<file path="src/rtl/prg_bank_mapper_pkg.sv">
package prg_bank_mapper_pkg;

   // window and slot geometry
   localparam int WIN_AW     = 15;
   localparam int SLOT_OFS_W = 13;
   localparam int GROUP_W    = 3;
   localparam int SEL_W      = 2;
   localparam int BANK_REG_W = 5;

   // register-select wiring variants
   localparam int REMAP_PASS = 0;
   localparam int REMAP_HIGH = 1;
   localparam int REMAP_SWAP = 2;

   typedef enum logic [1:0] {
      MIR_VERT  = 2'd0,
      MIR_HORZ  = 2'd1,
      MIR_ONE_A = 2'd2,
      MIR_ONE_B = 2'd3
   } mirror_e;

   typedef struct packed {
      logic               hit;
      logic [GROUP_W-1:0] group;
      logic [SEL_W-1:0]   sel;
   } reg_sel_t;

endpackage

</file>
<file path="src/rtl/prg_addr_remap.sv">
module prg_addr_remap
   import prg_bank_mapper_pkg::*;
#(
   parameter int VARIANT = REMAP_HIGH
) (
   input  logic [WIN_AW-1:0] addr,
   output reg_sel_t          sel_o
);

   localparam int GROUP_LSB = WIN_AW - GROUP_W;

   assign sel_o.group = addr[WIN_AW-1:GROUP_LSB];

   generate
      if (VARIANT == REMAP_PASS) begin : g_pass
         // only the exact register offsets decode
         assign sel_o.sel = addr[1:0];
         assign sel_o.hit = (addr[GROUP_LSB-1:2] == '0);
      end else if (VARIANT == REMAP_HIGH) begin : g_high
         logic unused_low;
         assign unused_low = ^{addr[GROUP_LSB-1:4], addr[1:0]};
         assign sel_o.sel  = addr[3:2];
         assign sel_o.hit  = 1'b1;
      end else begin : g_swap
         logic unused_mid;
         assign unused_mid = ^addr[GROUP_LSB-1:2];
         assign sel_o.sel  = {addr[0], addr[1]};
         assign sel_o.hit  = 1'b1;
      end
   endgenerate

endmodule

</file>
<file path="src/rtl/prg_reg_decode.sv">
module prg_reg_decode
   import prg_bank_mapper_pkg::*;
#(
   parameter bit WIDE = 1'b1
) (
   input  logic                  clk,
   input  logic                  rst_n,
   input  logic                  wr_en,
   input  reg_sel_t              sel_i,
   input  logic [7:0]            wr_data,
   output logic [BANK_REG_W-1:0] bank0_o,
   output logic [BANK_REG_W-1:0] bank1_o,
   output logic                  swap_o,
   output mirror_e               mirror_o
);

   localparam int REG_W = WIDE ? BANK_REG_W : BANK_REG_W - 1;
   localparam logic [BANK_REG_W-1:0] DATA_MASK = BANK_REG_W'((1 << REG_W) - 1);
   localparam logic [GROUP_W-1:0] GRP_BANK0 = GROUP_W'(0);
   localparam logic [GROUP_W-1:0] GRP_CTRL  = GROUP_W'(1);
   localparam logic [GROUP_W-1:0] GRP_BANK1 = GROUP_W'(2);

   logic                  wr_hit;
   logic                  ld_bank0;
   logic                  ld_bank1;
   logic                  ld_mirror;
   logic                  ld_mode;
   logic [BANK_REG_W-1:0] bank_val;
   logic [BANK_REG_W-1:0] bank0_q;
   logic [BANK_REG_W-1:0] bank1_q;
   mirror_e               mirror_q;
   logic                  unused_bits;

   assign unused_bits = ^{wr_data[7:BANK_REG_W], sel_i.sel[0]};

   always_comb begin
      wr_hit    = wr_en && sel_i.hit;
      ld_bank0  = wr_hit && (sel_i.group == GRP_BANK0);
      ld_bank1  = wr_hit && (sel_i.group == GRP_BANK1);
      ld_mirror = wr_hit && (sel_i.group == GRP_CTRL) && (!sel_i.sel[1] || !WIDE);
      ld_mode   = wr_hit && (sel_i.group == GRP_CTRL) && sel_i.sel[1] && WIDE;
      bank_val  = wr_data[BANK_REG_W-1:0] & DATA_MASK;
   end

   always_ff @(posedge clk or negedge rst_n) begin
      if (!rst_n) begin
         bank0_q  <= '0;
         bank1_q  <= BANK_REG_W'(1);
         mirror_q <= MIR_VERT;
      end else begin
         if (ld_bank0) begin
            bank0_q <= bank_val;
         end
         if (ld_bank1) begin
            bank1_q <= bank_val;
         end
         if (ld_mirror) begin
            mirror_q <= mirror_e'(wr_data[1:0]);
         end
      end
   end

   generate
      if (WIDE) begin : g_mode
         logic swap_q;
         always_ff @(posedge clk or negedge rst_n) begin
            if (!rst_n) begin
               swap_q <= 1'b0;
            end else if (ld_mode) begin
               swap_q <= wr_data[1];
            end
         end
         assign swap_o = swap_q;
      end else begin : g_no_mode
         logic unused_mode;
         assign unused_mode = ld_mode;
         assign swap_o      = 1'b0;
      end
   endgenerate

   assign bank0_o  = bank0_q;
   assign bank1_o  = bank1_q;
   assign mirror_o = mirror_q;

endmodule

</file>
<file path="src/rtl/prg_slot_map.sv">
module prg_slot_map
   import prg_bank_mapper_pkg::*;
#(
   parameter int ROM_BANKS = 16,
   localparam int BW       = $clog2(ROM_BANKS),
   localparam int ROM_AW   = BW + SLOT_OFS_W
) (
   input  logic [BANK_REG_W-1:0] bank0_i,
   input  logic [BANK_REG_W-1:0] bank1_i,
   input  logic                  swap_i,
   input  logic [WIN_AW-1:0]     rd_addr,
   output logic [ROM_AW-1:0]     rom_addr
);

   localparam logic [BW-1:0] LAST_BANK = BW'(ROM_BANKS - 1);
   localparam logic [BW-1:0] PREV_BANK = BW'(ROM_BANKS - 2);

   logic [BW-1:0] reg0_m;
   logic [BW-1:0] reg1_m;
   logic [BW-1:0] slot_bank;

   // fit the stored register width to the ROM bank index width
   generate
      if (BW < BANK_REG_W) begin : g_trunc
         logic unused_hi;
         assign unused_hi = ^{bank0_i[BANK_REG_W-1:BW], bank1_i[BANK_REG_W-1:BW]};
         assign reg0_m    = bank0_i[BW-1:0];
         assign reg1_m    = bank1_i[BW-1:0];
      end else if (BW == BANK_REG_W) begin : g_same
         assign reg0_m = bank0_i;
         assign reg1_m = bank1_i;
      end else begin : g_extend
         assign reg0_m = {{(BW-BANK_REG_W){1'b0}}, bank0_i};
         assign reg1_m = {{(BW-BANK_REG_W){1'b0}}, bank1_i};
      end
   endgenerate

   always_comb begin
      unique case (rd_addr[WIN_AW-1:SLOT_OFS_W])
         2'd0:    slot_bank = swap_i ? PREV_BANK : reg0_m;
         2'd1:    slot_bank = reg1_m;
         2'd2:    slot_bank = swap_i ? reg0_m : PREV_BANK;
         default: slot_bank = LAST_BANK;
      endcase
   end

   assign rom_addr = {slot_bank, rd_addr[SLOT_OFS_W-1:0]};

endmodule

</file>
<file path="src/rtl/prg_bank_mapper.sv">
module prg_bank_mapper
   import prg_bank_mapper_pkg::*;
#(
   parameter int  VARIANT   = REMAP_HIGH,
   parameter bit  WIDE      = 1'b1,
   parameter int  ROM_BANKS = 16,
   localparam int BW        = $clog2(ROM_BANKS),
   localparam int ROM_AW    = BW + SLOT_OFS_W
) (
   input  logic              clk,
   input  logic              rst_n,
   input  logic              wr_en,
   input  logic [14:0]       wr_addr,
   input  logic [7:0]        wr_data,
   input  logic [14:0]       rd_addr,
   output logic [ROM_AW-1:0] rom_addr,
   output logic [1:0]        mirror
);

   initial begin
      assert (VARIANT >= REMAP_PASS && VARIANT <= REMAP_SWAP)
         else $error("prg_bank_mapper: VARIANT out of range");
      assert (ROM_BANKS >= 2 && ROM_BANKS <= 256)
         else $error("prg_bank_mapper: ROM_BANKS out of range");
      assert ((ROM_BANKS & (ROM_BANKS - 1)) == 0)
         else $error("prg_bank_mapper: ROM_BANKS must be a power of two");
   end

   reg_sel_t              wr_sel;
   logic [BANK_REG_W-1:0] bank0_q;
   logic [BANK_REG_W-1:0] bank1_q;
   logic                  swap_q;
   mirror_e               mirror_q;

   prg_addr_remap #(
      .VARIANT (VARIANT)
   ) u_remap (
      .addr  (wr_addr),
      .sel_o (wr_sel)
   );

   prg_reg_decode #(
      .WIDE (WIDE)
   ) u_decode (
      .clk      (clk),
      .rst_n    (rst_n),
      .wr_en    (wr_en),
      .sel_i    (wr_sel),
      .wr_data  (wr_data),
      .bank0_o  (bank0_q),
      .bank1_o  (bank1_q),
      .swap_o   (swap_q),
      .mirror_o (mirror_q)
   );

   prg_slot_map #(
      .ROM_BANKS (ROM_BANKS)
   ) u_slots (
      .bank0_i  (bank0_q),
      .bank1_i  (bank1_q),
      .swap_i   (swap_q),
      .rd_addr  (rd_addr),
      .rom_addr (rom_addr)
   );

   assign mirror = mirror_q;

endmodule

</file>
<file path="config.mk">
export PLATFORM = sky130hd
export DESIGN_NAME = prg_bank_mapper
export DESIGN_NICKNAME = d
export VERILOG_FILES = /design/src/rtl/prg_bank_mapper_pkg.sv /design/src/rtl/prg_addr_remap.sv /design/src/rtl/prg_reg_decode.sv /design/src/rtl/prg_slot_map.sv /design/src/rtl/prg_bank_mapper.sv
export SDC_FILE = /design/constraint.sdc
export NUM_CORES = 1
export LEC_CHECK = 0
export BUFFER_PORTS_ARGS = -buffer_cell sky130_fd_sc_hd__buf_2
export CELL_PAD_IN_SITES_DETAIL_PLACEMENT = 1
export CELL_PAD_IN_SITES_GLOBAL_PLACEMENT = 2
export CORE_MARGIN = 5
export CORE_UTILIZATION = 19
export DETAILED_ROUTE_END_ITERATION = 10
export PLACE_DENSITY_LB_ADDON = 0.1
export SLEW_MARGIN = 20
export SYNTH_ARGS = -nofsm -noshare
export SYNTH_HDL_FRONTEND = slang
export SYNTH_SLANG_ARGS = --single-unit
</file>
<file path="constraint.sdc">
create_clock -name clk -period 1.5 [get_ports clk]
set_clock_uncertainty 0.2 [all_clocks]
set_input_delay 0.225 -clock clk [delete_from_list [all_inputs] [get_ports clk]]
set_output_delay 0.225 -clock clk [all_outputs]
set_load 0.05 [all_outputs]
</file>
==> flow_summary.toml <==
[timing]
maxSlewHeadroom_pct = 82.3
hold_viol_final = 0
fin_crit_sh_pct = 116
slew_viol_final = 0
tns_ns = -0.889
setup_viol = 4
setup_ws_ns = -0.247
worstMarginPinSlew_ns = 0.265
fmax_mhz = 572
min_period_ns = 1.75
rsz0062_at_grt = "true"

[worst_setup_path]
r2r-start = "u_decode.swap_o$_DFFE_PN0P_"
path_cells = "buf_4, nor2_4, a211oi_2, nor2_2, buf_6"
worst-r2r-cell-count = 1
setup.worst_path.start = "u_decode.swap_o$_DFFE_PN0P_"
cp.arrival_ns = 1.32
crit_type = "flop to output pin"
max_stage_delay_ns = 0.47
crit_path_start_kind = "flop"
end_kind = "output pin"
r2r-end = "u_decode.swap_o$_DFFE_PN0P_"
critPathMaxFanout = 7
rrSetupSlack_ns = 0.45
cp-endpoint = "rom_addr[13]"
required_ns = 1.07
cpMaxStageDelayCell = "dfrtp_2"

[cts]
numCtsBuffers = 3
clk_latency_ns = 0.27
path_clk_slew_ns = 0.08
cts.sinks = 11
cts-root-buf = "clkbuf_4"
cts_tree = "yes"
h-tree-depth = 1
clockBufferDepth = 2

[synthesis]
netlist_instances = 60
synth_top_area_share_pct = 36.8
avgSynthCellArea_um2 = 11.3
synth_cell_type_count = 19
synth-seq-cells = 11
synth_fp_nets = 101
yosysSeqAreaShare_pct = 40.7
yosysWarnings = 0
synth.area.top_cells = "dfrtp_1 37%, mux2_2 18%, buf_4 14%"
synth_top_cell_by_area = "dfrtp_1"
synth_area_um2 = 679

[global_routing]
antenna_found_initial = 0
grt_max_degree = 12
grt_pass1_vias = 543
grt_pass1_wl_mm = 2.73
grt_overflow_total = 0
grt_usage_pct = 6.97

[die]
die_area_um2 = 4870
die_h_um = 69.8
die_w_um = 69.8
num_io_pins = 60
core-area_um2 = 3390
rows = 21
initial_utilization_pct = 20.0

[routing]
top_layer = "met4"
wl_per_cell_um = 14.2
dr.pass1.iters = 2
num_vias = 474
wl_met1_um = 688
vias_per_cell = 3.98
routed_wl_mm = 1.68
wl_met3_um = 163
first_iter_violations = 5
dr_wl_met2_um = 821
drc = 0
ant_nets = 0

[outcome]
violations = "negative setup slack"
status = "complete, but fails checks"

[placement]
io_buffers = 18
hpwlAfterDp_mm = 1.33
dpl_cell_area_um2 = 742
dp_cells = 112
gp_congestion = 0.607

[flow_run]
max_cap_violations = 0

[layout]
antennaDiodeCount = 0
final_util_pct = 25.4
finalNetCount = 115
stdcell_count = 119
seq_area_um2 = 278
multi_input_area_um2 = 330
fill_cells = 388
syn2layout_area_growth_pct = 26.7
final_layout_size_suffix_gt1_share_pct = 67.1
postLayoutCellArea_um2 = 861

[power_and_ir_drop]
cellPowerDensity_nw_per_um2 = 1170
p_leak_nw = 0.369
peakVddDrop_mv = 0.407

[worst_hold_path]
hp-start = "wr_data[2]"
min_path_type = "input port to flop"
## power by group
part / internal, mW / switching (mW) / leakage [nW] / total, mW
Clock: 0.103 / 0.109 / 0.0150 / 0.212
Sequential: 0.369 / 0.0552 / 0.130 / 0.424
Combinational: 0.165 / 0.205 / 0.224 / 0.370
## synth_stat cells
cell and number:
buf_2 1, mux2_2 11, inv_1 3, a21oi_1 4, nand2b_1 1, dfstp_2 1
a211oi_1 1, nor3_1 3, nand3b_1 1, buf_4 13, nor3b_2 1, o22a_1 3
and3b_1 1, nor2_1 2, nor3_4 1, nand3_1 1, nand2b_4 1, nor3b_4 1
dfrtp_1 10
## layout by cell type, fill, tap and decap left out
| master | Yosys | routed |
|---|---|---|
| nand3_1 | 1 | 1 |
| nor3_2 | 0 | 3 |
| nor2_4 | 0 | 1 |
| buf_2 | 1 | 14 |
| and3b_1 | 1 | 1 |
| a21oi_2 | 0 | 1 |
| buf_6 | 0 | 4 |
| inv_1 | 3 | 3 |
| clkbuf_4 | 0 | 3 |
| dfrtp_1 | 10 | 9 |
| buf_4 | 13 | 3 |
| clkbuf_1 | 0 | 1 |
| o22a_1 | 3 | 3 |
| mux2_2 | 11 | 11 |
| nand2b_4 | 1 | 2 |
| nor2_2 | 0 | 1 |
| dfstp_2 | 1 | 1 |
| a211oi_2 | 0 | 1 |
| dfrtp_2 | 0 | 1 |
| nor3b_4 | 1 | 1 |
| nand3b_1 | 1 | 1 |
| nor3_4 | 1 | 1 |
| a21oi_1 | 4 | 3 |
| nor3b_2 | 1 | 1 |
| dlygate4sd3_1 | 0 | 2 |
## state kept, by name (all words and copies together) (netlist names)
| name | flops |
|---|---|
| u_decode.bank0_o | 4 |
| u_decode.bank1_o | 4 |
| u_decode.mirror_o | 2 |
| u_decode.swap_o | 1 |
## per-layer routing
metal / track usage (%) / vias up
met5: 0 / -
met4: 3.19 / 0
met3: 2.61 / 4
met2: 12.1 / 18
met1: 7.45 / 221
li1: - / 231
## stage by stage
| step | setup slack (ns) | power [mW] | hold slack, ns |
|---|---|---|---|
| after floorplan | 0.0633 | 0.739 | -0.271 |
| after global placement | -0.0371 | 0.735 | -0.0787 |
| after detailed placement | -0.0398 | 0.738 | -0.0800 |
| after CTS | -0.256 | 0.996 | 0.000749 |
| after global routing | -0.326 | 1.08 | 0.000231 |
| final | -0.247 | 1.01 | 0.00655 |
## how the worst min path moves through the flow
| stage | to | slack [ns] | depth (start not counted) |
|---|---|---|---|
| 2_1_floorplan | u_decode.bank0_o[0]$_DFFE_PN0P_ | -0.27 | 0 |
| 3_3_place_gp | u_decode.bank1_o[3]$_DFFE_PN0P_ | -0.08 | 1 |
| 5_1_grt | u_decode.bank1_o[2]$_DFFE_PN0P_ | 0.0002 | 2 |
| 4_1_cts | u_decode.bank1_o[3]$_DFFE_PN0P_ | 0.0007 | 2 |
| 6_report | u_decode.bank1_o[2]$_DFFE_PN0P_ | 0.007 | 2 |
| 3_5_place_dp | u_decode.bank1_o[3]$_DFFE_PN0P_ | -0.08 | 1 |
## worst max-delay path: cells and delay by family, from the launching register on
kind,cells,cell delay [ns]
compound gates,1,0.04
buf+inv,2,0.33
flops,1,0.47
simple gates,2,0.21
## repair_timing
| action | in CTS | in global routing |
|---|---|---|
| buffers inserted | 0 | 1 |
| hold buffers | 1 | 1 |
| endpoints found under the setup margin | 4 | 4 |
| pin swaps | 2 | 3 |
| hold endpoints to repair | 11 | 1 |
| resized for setup | 13 | 4 |
## area by class of cell
cell class,count,share of cell area [%]
Multi-Input combinational cell,32,38.4
Timing Repair Buffer,23,18.3
Inverter,3,1.31
Sequential cell,11,32.3
Clock buffer,4,3.05
Tap cell,46,6.69
## cells by family (layout without fill, tap and decap cells)
logic type	Yosys count	in the layout	share of synthesized area, %
buffers and inverters	17	30	16.8
and+or+nand+nor	13	13	16.4
muxes	11	11	18.2
DFF	11	11	40.7
AOI/OAI and AO/OA	8	8	7.92
Note: power is estimated with default switching activity, not from simulation.
